**config.mk**
```make
export PLATFORM = sky130hd
export DESIGN_NAME = dchg_status
export DESIGN_NICKNAME = d
export VERILOG_FILES = /design/src/rtl/dchg_pkg.sv /design/src/rtl/dchg_sync.sv /design/src/rtl/dchg_rise.sv /design/src/rtl/dchg_flag.sv /design/src/rtl/dchg_status.sv
export SDC_FILE = /design/constraint.sdc
export NUM_CORES = 1
export LEC_CHECK = 0
export ABC_AREA = 1
export BUFFER_PORTS_ARGS = -buffer_cell sky130_fd_sc_hd__buf_2
export CAP_MARGIN = 40
export CORE_AREA = 2 2 39 41
export DETAILED_ROUTE_END_ITERATION = 7
export DIE_AREA = 0 0 41 43
export PLACE_DENSITY_LB_ADDON = 0.1
export SETUP_SLACK_MARGIN = 0.2
export SYNTH_ARGS = -nofsm -noshare
export SYNTH_HDL_FRONTEND = slang
export SYNTH_HIERARCHICAL = 1
export SYNTH_SLANG_ARGS = --single-unit
```
**constraint.sdc**
```tcl
create_clock -name clk -period 1.1 [get_ports clk]
set_input_delay 0 -clock clk [delete_from_list [all_inputs] [get_ports clk]]
set_output_delay 0 -clock clk [all_outputs]
set_load 0.01 [all_outputs]
```
**src/rtl/dchg_pkg.sv**
```systemverilog
package dchg_pkg;
  typedef enum logic {
    ROUTE_DEDICATED = 1'b0,
    ROUTE_SHARED    = 1'b1
  } route_e;

  localparam int unsigned SYNC_DEPTH = 2;
endpackage

```
**src/rtl/dchg_sync.sv**
```systemverilog
module dchg_sync #(
  parameter int unsigned STAGES  = 2,
  parameter int unsigned WIDTH   = 1,
  parameter logic [WIDTH-1:0] RST_VAL = '0
) (
  input  logic             clk,
  input  logic             rst_n,
  input  logic [WIDTH-1:0] d_in,
  output logic [WIDTH-1:0] d_out
);
  localparam int unsigned LAST = STAGES - 1;

  logic [WIDTH-1:0] chain_q [STAGES];

  genvar g;
  generate
    for (g = 0; g < STAGES; g++) begin : g_stage
      logic [WIDTH-1:0] nxt;
      if (g == 0) begin : g_first
        always_comb nxt = d_in;
      end else begin : g_rest
        always_comb nxt = chain_q[g-1];
      end
      always_ff @(posedge clk or negedge rst_n) begin
        if (!rst_n) chain_q[g] <= RST_VAL;
        else        chain_q[g] <= nxt;
      end
    end
  endgenerate

  assign d_out = chain_q[LAST];
endmodule

```
**src/rtl/dchg_rise.sv**
```systemverilog
module dchg_rise (
  input  logic clk,
  input  logic rst_n,
  input  logic lvl,
  output logic rise
);
  logic prev_q;
  logic prev_d;

  always_comb prev_d = lvl;

  always_ff @(posedge clk or negedge rst_n) begin
    if (!rst_n) prev_q <= 1'b1;
    else        prev_q <= prev_d;
  end

  assign rise = lvl & ~prev_q;

  AST_EDGE_SINGLE: assert property (@(posedge clk) disable iff (!rst_n)
    rise |=> !rise);
endmodule

```
**src/rtl/dchg_flag.sv**
```systemverilog
module dchg_flag (
  input  logic clk,
  input  logic rst_n,
  input  logic disk_ok,
  input  logic sel,
  input  logic step_rise,
  output logic flag
);
  logic flag_q;
  logic flag_d;
  logic set_req;
  logic clr_req;
  logic upd_en;

  always_comb begin
    set_req = ~disk_ok;
    clr_req = step_rise & sel & disk_ok;
    upd_en  = set_req | clr_req;
    flag_d  = flag_q;
    if (set_req)      flag_d = 1'b1;
    else if (clr_req) flag_d = 1'b0;
  end

  always_ff @(posedge clk or negedge rst_n) begin
    if (!rst_n)      flag_q <= 1'b1;
    else if (upd_en) flag_q <= flag_d;
  end

  assign flag = flag_q;

  AST_NO_DISK_SETS: assert property (@(posedge clk) disable iff (!rst_n)
    !disk_ok |=> flag);
  AST_STEP_CLEARS: assert property (@(posedge clk) disable iff (!rst_n)
    (step_rise && sel && disk_ok) |=> !flag);
  AST_FALL_HAS_CAUSE: assert property (@(posedge clk) disable iff (!rst_n)
    $fell(flag) |-> $past(step_rise && sel && disk_ok));
  AST_RISE_HAS_CAUSE: assert property (@(posedge clk) disable iff (!rst_n)
    $rose(flag) |-> $past(!disk_ok));
endmodule

```
**src/rtl/dchg_status.sv**
```systemverilog
module dchg_status (
  input  logic clk,
  input  logic rst_n,
  input  logic disk_present,
  input  logic drv_sel,
  input  logic step_n,
  input  logic ready_n,
  input  logic pin_sel,
  output logic pin_a_n,
  output logic pin_b_n
);
  import dchg_pkg::*;

  logic [1:0] raw_in;
  logic [1:0] sync_out;
  logic disk_s;
  logic step_s;
  logic step_rise;
  logic flag;
  route_e route;

  assign raw_in = {disk_present, step_n};

  dchg_sync #(
    .STAGES (SYNC_DEPTH),
    .WIDTH  (2),
    .RST_VAL(2'b01)
  ) u_sync (
    .clk  (clk),
    .rst_n(rst_n),
    .d_in (raw_in),
    .d_out(sync_out)
  );

  assign disk_s = sync_out[1];
  assign step_s = sync_out[0];

  dchg_rise u_rise (
    .clk  (clk),
    .rst_n(rst_n),
    .lvl  (step_s),
    .rise (step_rise)
  );

  dchg_flag u_flag (
    .clk      (clk),
    .rst_n    (rst_n),
    .disk_ok  (disk_s),
    .sel      (drv_sel),
    .step_rise(step_rise),
    .flag     (flag)
  );

  always_comb begin
    route = route_e'(pin_sel);
    unique case (route)
      ROUTE_SHARED: begin
        pin_a_n = ~flag;
        pin_b_n = 1'b1;
      end
      default: begin
        pin_a_n = ready_n;
        pin_b_n = ~flag;
      end
    endcase
  end

  AST_SHARED_B_IDLE: assert property (@(posedge clk) disable iff (!rst_n)
    pin_sel |-> pin_b_n);
endmodule

```
# Yosys cells after proc, flatten, opt, wreduce, memory -nomap -nowiden
# Index checks and enable logic that the tools add are counted.
# word_totals
reg_bits,6
latchBits,0
mem_bits_rw,0
rom_bits,0
in_bits,7
output_inout_bits,2
word_cells,17
n_memories,0
# op_classes
addsub,0
multipliers,0
n_div,0
order_cmp,0
n_eq_ne,1
shift,0
muxes,4
bitwise_logic,7
n_reduce_logical,1
# op_table
op,count
$mux W1,4
$and A1 B1 Y1,3
$not A1 Y1,3
$ne A2 B1 Y1 const B,1
$reduce_and A2 Y1,1
$or A1 B1 Y1,1

# Longest topological paths before layout
# Gate-level depths: netlist of run 1.
# depth
ltp_word,6
ltp_mapped,5
mapped_depth_nobuf,5

# By module
# Netlist of run 1, hierarchy kept.
# modules_own_cells
module,instances,cells_each,area_per_inst_um2,seq_area_each_um2
dchg_sync,1,4,102.6,102.6
dchg_flag,1,4,37.5,26.3
dchg_rise,1,3,36.3,26.3
dchg_status,1,6,22.5,0.0

# Worst setup path before layout of run 1
# No wires, ideal clock.
# synth_timing
path_type,register to register
startpoint,register u_sync.chain_q (netlist bit u_sync/d_out[0])
endpoint,"register u_flag.flag_q, in the netlist u_flag/flag"
setup_ns,0.075
arrival_ns,0.732
t_required_ns,1.025
setup_slack_ns,0.293
stages_incl_launch_ff,6
period_less_slack_ns,0.807
path_cell_list,dfstp_2 inv_1 nor2_2 nand2_1 nand2_1 nand2_1
# synth_via
elab_chain_cells,5
elab_cells_between_ends,6
classes_between,eq/ne (1); bitwise (4); reduce/logical (1)
# synth_rtl
element,line,rtl
from (decl),dchg_sync.sv:13,logic [WIDTH-1:0] chain_q [STAGES];
"from (signal, indexed assignment)",dchg_sync.sv:26,else chain_q[g] <= nxt;
$and A1 B1 Y1 *,dchg_rise.sv:17,assign rise = lvl & ~prev_q;
named net step_rise,dchg_status.sv:18,logic step_rise;
$and A1 B1 Y1 * (2 in series),dchg_flag.sv:17,clr_req = step_rise & sel & disk_ok;
$ne A2 B1 Y1 (no source line) / $or A1 B1 Y1 (equally long branches),--,
$reduce_and A2 Y1 (no source line) *,--,
to (signal assigned),dchg_flag.sv:26,else if (upd_en) flag_q <= flag_d;
to (decl),dchg_flag.sv:9,logic flag_q;
# Mark *: on every way through the listed nets, which the timed path passes. The rest lies on a longest branch.
# A chain may end at the register's enable or synchronous reset.

# Worst setup path after layout of run 1
# layout_timing
startpoint,"register u_flag.flag_q, in the netlist u_flag/flag"
endpoint,output port pin_a_n
# layout_via
elab_chain_cells,2
# layout_rtl
element,line,rtl
$not A1 Y1,dchg_status.sv:58,pin_a_n = ~flag;
$mux W1,dchg_status.sv:56,unique case (route)
to (decl),dchg_status.sv:9,"output logic pin_a_n,"
# Every way passes these cells.

==> results.md, run 1 <==
- Post-synthesis instance area: slightly below 200 µm²
- Critical Path Start Type: register
- Die Y: 43 µm
- Crit-path max cell delay: 0.53 ns
- Endpoint type of the worst setup path: primary output
- Peak VDD IR: approximately 0.56 mV
- Clk Latency, worst-skew pair: 0.24 ns
- Fin nets: 41
- Port Buffers: 8
- Buf/Inv on CP: 2
- Largest net degree at the start of global routing: 7
- Area leader, netlist: dfstp_2
- Finished Core Util: a little under a quarter
- Layout cells sized above 1: 48.48%
- Synth cell count leaders: 7 x nand2_1, 4 x dfstp_2, 3 x inv_1
- Crit path required time: between 1 and 1.5 ns
- Filler cells: approximately 140
- Cell count after synthesis: 17
- Syn. warnings: 6
- CTS max path bufs: 2
- Area grow syn2layout: 63.52%
- Drt pass-1 iters: 2
- Biggest fanout along the worst timing path: 3
- Global route overflow: 0
- Via Count: 160
- Status: finished clean
- Asr flop ratio synth: 100.0%
- Syn nets: 24
- Min cycle time layout: 1.023 ns
- CP arrival: 1.02 ns
- Global-route wire length before repair: around 520 µm
- # DRC: 0
- Ranking of synthesized cells by area: dfstp_2 53%, dfrtp_1 25%, nand2_1 13%
- CTS root buf: clkbuf_4
- Post-synth top area share: 52.83%
- CP max stage cell: dfstp_2
- PwrDens: 1535 mW/mm²
- Starting density of the core: 14.38%
- Inserted Clock Buffers: 3
- Final Hold Vio Count: 0
- CTS tree: built
- H-tree depth: 1
- Clk_skew: 0.002709 ns
- Initial antenna violation count: 0
- Top-count cell post-synth: nand2_1
- Least-Margin Pin Slew: between 0.1 and 0.15 ns
- Worst path top cell family by delay: flip-flops
- Die width: ~40 µm
- Clk slew on worst S/H paths: 0.05 ns
- RD Place Congestion: 0.5301
- Drt initial violations: 2
- CP Cell Sequence: inv_1 -> nand2_1 -> nand2_1 -> buf_2
- Mean Syn Cell Area: 11.70 µm²
- Total Routing Usage GR: approximately 5.2%
- Postcts setup bufs: 0
- Post-DRT Antenna Nets: 0
- WL/cell: 6.551 µm
- Cell row count: 14
- I/O pins: 9
- Vias in the first global route: 171
- Final setup fails: 0
- Final WL: between 300 and 400 µm
- Crit share post-route: 92.99%
- Unrepaired setup endpoints after global routing: yes
- Fin. max-slew vios: 0
- Relative slew slack: 91.21%
- Post-synth EDFFs: 0
- Most numerous cell on the critical path: nand2_1
- CTS Sinks: 6
- Die Area: 0.001763 mm²
- Synth cell types: 5
- Leakage: between 0.15 and 0.2 nW
- Critical path class: reg -> out
- Setup total negative slack: 0 ns
- HP Class: in -> async
- Main flop type after synthesis: dfstp_2
- Via-to-Cell Ratio: between 3 and 4
- Max cap viols: 0
- Antenna fix cells: 0
- Maximum clock rate: 977.6 MHz
- Register area share after synthesis: 77.99%
- Synth Register Bits: 6
- Core outline area: 0.001384 mm²
cells by family after synthesis:
logic type | count (synthesis) | synth area share (%)
AND/OR/NAND/NOR | 8 | 16.36
flip-flops | 6 | 77.99
buffers and inverters | 3 | 5.660
placed cells by master, fill, tap and decap left out, drive strengths merged:
cell	synthesis	layout
dfrtp	2	2
dfstp	4	4
nand2	7	7
buf	0	8
clkbuf	0	4
inv	3	3
nor2	1	1
dlygate4sd3	0	4
per-layer routing:
metal | vias to the layer above | share of wire [%] | global-route usage (%)
li1 | 80 | - | -
met1 | 71 | 43 | 3.654
met3 | 0 | 14 | 6.283
met5 | - | 0 | 0
met2 | 9 | 43 | 6.875
met4 | 0 | 0 | 4.000
registers in the layout, indices dropped and copies added (netlist names):
| register | count |
|---|---|
| u_sync/g_stage.nxt | 2 |
| u_flag/flag | 1 |
| u_sync/d_out | 2 |
| u_rise/prev_q | 1 |
area by class of cell:
type / count / area, µm² / share of cell area, %
sequential: 6 / 155.1 / 47.69
inverter: 3 / 11.26 / 3.462
clock buffer: 4 / 26.28 / 8.077
multi-input combinational: 8 / 32.53 / 10.00
tap: 16 / 20.02 / 6.154
timing repair buffer: 12 / 80.08 / 24.62
through the flow:
| step | std cells | hold slack (ns) | cell area [µm²] | power [W] | setup slack, ns |
|---|---|---|---|---|---|
| after floorplan | 17 | -0.2956 | 198.9 | 0.0002571 | 0.2928 |
| after global routing | 49 | 0.09698 | 325.3 | 0.0005357 | 0.01721 |
| after detailed placement | 41 | -0.1707 | 259.0 | 0.0002787 | 0.2427 |
| after CTS | 49 | 0.09770 | 325.3 | 0.0005151 | 0.05432 |
| after global placement | 41 | -0.1733 | 259.0 | 0.0002767 | 0.2585 |
| final | 49 | 0.1032 | 325.3 | 0.0004993 | 0.07713 |
repair_timing:
action,CTS,global route
setup endpoints to repair,2,3
resized for setup,0,0
pin swaps,1,1
hold buffers,4,0
endpoints found under the hold margin,9,0
where the power goes:
group | switching (W) | internal, W
combinational | 0.0000184 | 0.0000244
clock | 0.0000767 | 0.000137
sequential | 0.00000411 | 0.000238
worst paths after layout:
kind	to	startpoint	cells after the start	slack, ns
max	pin_a_n	u_flag/flag$_DFFE_PN1P_	4	0.08
min	u_sync/g_stage[1].nxt[1]$_DFF_PN0_	rst_n	2	0.10
max reg2reg	u_flag/flag$_DFFE_PN1P_	u_sync/d_out[0]$_DFF_PN1_	5	0.24
min reg2reg	u_sync/d_out[1]$_DFF_PN0_	u_sync/g_stage[1].nxt[1]$_DFF_PN0_	0	0.35
max in group asynchronous	u_flag/flag$_DFFE_PN1P_	rst_n	2	0.78
min in group clk	pin_a_n	ready_n	4	0.29
Power figures use the tool's default switching activity.
==> run 2, diff against run 1 <==
--- a/config.mk
+++ b/config.mk
@@ -11,7 +11,7 @@
 export CORE_AREA = 2 2 39 41
 export DETAILED_ROUTE_END_ITERATION = 7
 export DIE_AREA = 0 0 41 43
-export PLACE_DENSITY_LB_ADDON = 0.1
+export PLACE_DENSITY = 0.35
 export SETUP_SLACK_MARGIN = 0.2
 export SYNTH_ARGS = -nofsm -noshare
 export SYNTH_HDL_FRONTEND = slang
==> results.md, run 2 (synthesis results as in run 1) <==
- HP Class: in -> async (unchanged)
- Fin. max-slew vios: 0 (unchanged)
- Commonest non-fill, non-tap cells in the layout: 8 x buf_2, 7 x nand2_1, 4 x dlygate4sd3_1, 4 x dfstp_2 (unchanged)
- Buf/Inv on CP: 2 (unchanged)
- Worst path top cell family by delay: flip-flops (unchanged)
- Internal power: 0.0004001 W (about the same)
- WL/cell: 6.510 µm (was 6.551 µm)
- Final setup fails: 0 (unchanged)
- Finished Core Util: 23.51% (unchanged)
- Min cycle time layout: 1.022 ns (was 1.023 ns)
- Clk pwr share: 42.8% (about the same)
- Drt pass-1 iters: 4 (was 2)
- CP Cell Sequence: inv_1 -> nand2_1 -> nand2_1 -> buf_2 (unchanged)
- Biggest fanout along the worst timing path: 3 (unchanged)
- Vias in the first global route: 147 (was 171)
- Gate power share: 8.6% (about the same)
- Die Y: 43 µm (unchanged)
- Hold Slack: 0.1021 ns (was 0.1032 ns)
- Least-Margin Pin Slew: 0.1334 ns (was 0.1319 ns)
- CTS max path bufs: 2 (unchanged)
- CP max stage cell: dfstp_2 (unchanged)
- Core outline area: 0.001384 mm² (unchanged)
- Setup total negative slack: 0 ns (unchanged)
- Finished Cell Area: 325.3 µm² (unchanged)
- Die width: 41 µm (unchanged)
- Peak VDD IR: 0.7085 mV (was 0.5565 mV)
- Postcts setup bufs: 0 (unchanged)
- Relative slew slack: 91.11% (was 91.21%)
- Critical path class: reg -> out (unchanged)
- Starting density of the core: 14.38% (unchanged)
- Area grow syn2layout: 63.52% (unchanged)
- Crit path required time: 1.10 ns (about the same)
- Status: finished clean (unchanged)
- PwrDens: 1535 mW/mm² (about the same)
- RD Place Congestion: 0.4934 (was 0.5301)
- Clk slew on worst S/H paths: 0.05 ns (about the same)
- CTS root buf: clkbuf_4 (unchanged)
- Crit share post-route: 92.94% (was 92.99%)
- Clk Latency, worst-skew pair: 0.24 ns (about the same)
- Initial antenna violation count: 0 (unchanged)
- Clk_skew: 0.005949 ns (was 0.002709 ns)
- Antenna fix cells: 0 (unchanged)
- Port Buffers: 8 (unchanged)
- Pre-CTS setup slack: 0.2587 ns (was 0.2427 ns)
- Via-to-Cell Ratio: 3.061 (was 3.265)
- Via Count: 150 (was 160)
- Fin nets: 41 (unchanged)
- Max cap viols: 0 (unchanged)
- Post-DP Area: 259.0 µm² (unchanged)
- Inserted Clock Buffers: 3 (unchanged)
- CP arrival: 1.02 ns (about the same)
- Cell row count: 14 (unchanged)
- Leakage: 0.1714 nW (about the same)
- Setup ws final: 0.07763 ns (was 0.07713 ns)
- Net Sw Frac: 19.88% (about the same)
- Launching point of the worst reg2reg path: u_sync/d_out[0]$_DFF_PN1_ (unchanged)
- Post-DP HPWL: 220.6 µm
- Crit-path max cell delay: 0.53 ns (about the same)
- Maximum clock rate: 978.1 MHz (was 977.6 MHz)
- Endpoint type of the worst setup path: primary output (unchanged)
- Layout cells sized above 1: 48.48% (unchanged)
- Post-DRT Antenna Nets: 0 (unchanged)
- Switching Power: 0.00009927 W (was 0.00009924 W)
- CTS tree: built (unchanged)
- CTS Sinks: 6 (unchanged)
- H-tree depth: 1 (unchanged)
- Largest net degree at the start of global routing: 7 (unchanged)
- I/O pins: 9 (unchanged)
- Global-route wire length before repair: 483 µm (was 524 µm)
- Reg power frac: 48.6% (about the same)
- Most common cell after layout, fill and taps aside: buf_2 (unchanged)
- Die Area: 0.001763 mm² (unchanged)
- # DRC: 0 (unchanged)
- Final WL: 319 µm (was 321 µm)
- Most numerous cell on the critical path: nand2_1 (unchanged)
- Total Routing Usage GR: 4.863% (was 5.172%)
- Critical Path Start Type: register (unchanged)
- Global route overflow: 0 (unchanged)
- CP startpoint: u_flag/flag$_DFFE_PN1P_ (unchanged)
- Post-CTS Resized: 0 (unchanged)
- Drt initial violations: 4 (was 2)
- Unrepaired setup endpoints after global routing: yes (unchanged)
- Final Hold Vio Count: 0 (unchanged)
==> run 2: cell counts in the layout (fill, tap and decap cells not counted) <==
Identical to the previous run, type by type.
==> run 2: final cells by class <==
cell class | count | area (µm²)
clock buffer | 4 | 26.28
sequential | 6 | 155.1
fill | 141 | 1059
multi-input combinational | 8 | 32.53
inverter | 3 | 11.26
timing repair buffer | 12 | 80.08
tap | 16 | 20.02
==> run 2: final timing paths <==
path | endpoint | cells after the start | slack [ns]
setup / recovery | pin_a_n | 4 | 0.08
hold / removal | u_sync/d_out[1]$_DFF_PN0_ | 2 | 0.10
setup reg to reg | u_flag/flag$_DFFE_PN1P_ | 5 | 0.26
hold reg to reg | u_sync/d_out[1]$_DFF_PN0_ | 0 | 0.35
max in group asynchronous | u_flag/flag$_DFFE_PN1P_ | 2 | 0.77
min in group clk | pin_a_n | 4 | 0.29
==> run 2: power by group through the flow <==
stage / clock (W) / combinational (W) / sequential, W
floorplan: 0 / 0.0000123 / 0.000245
global placement: 0 / 0.0000311 / 0.000245
detailed placement: 0 / 0.0000326 / 0.000246
CTS: 0.000226 / 0.0000435 / 0.000243
global route: 0.000241 / 0.0000481 / 0.000243
finish: 0.000214 / 0.0000430 / 0.000243
==> run 2: worst reg2reg max path, stage by stage, from the launching register on <==
cell and delay, ns:
dfstp_2 0.52, inv_1 0.04, nor2_2 0.06, nand2_1 0.05, nand2_1 0.05, nand2_1 0.05
==> run 2: repair_timing <==
action                                  in CTS  in global routing
endpoints found under the setup margin       2                  2
pin swaps                                    1                  0
endpoints found under the hold margin        9                  0
hold buffers                                 4                  0
==> run 2: metrics by stage <==
stage          instances  power [W]
3_5_place_dp          41  0.0002783
2_1_floorplan         17  0.0002571
3_3_place_gp          41  0.0002762
5_1_grt               49  0.0005326
4_1_cts               49  0.0005118
6_report              49  0.0004994
==> run 2: metal layers <==
metal | vias to the layer above | GRT usage, % | part of all wire [%]
met2 | 9 | 6.250 | 40
met3 | 0 | 6.283 | 13
met1 | 62 | 3.311 | 46
met5 | - | 0 | 0
li1 | 79 | - | -
met4 | 0 | 4.000 | 0
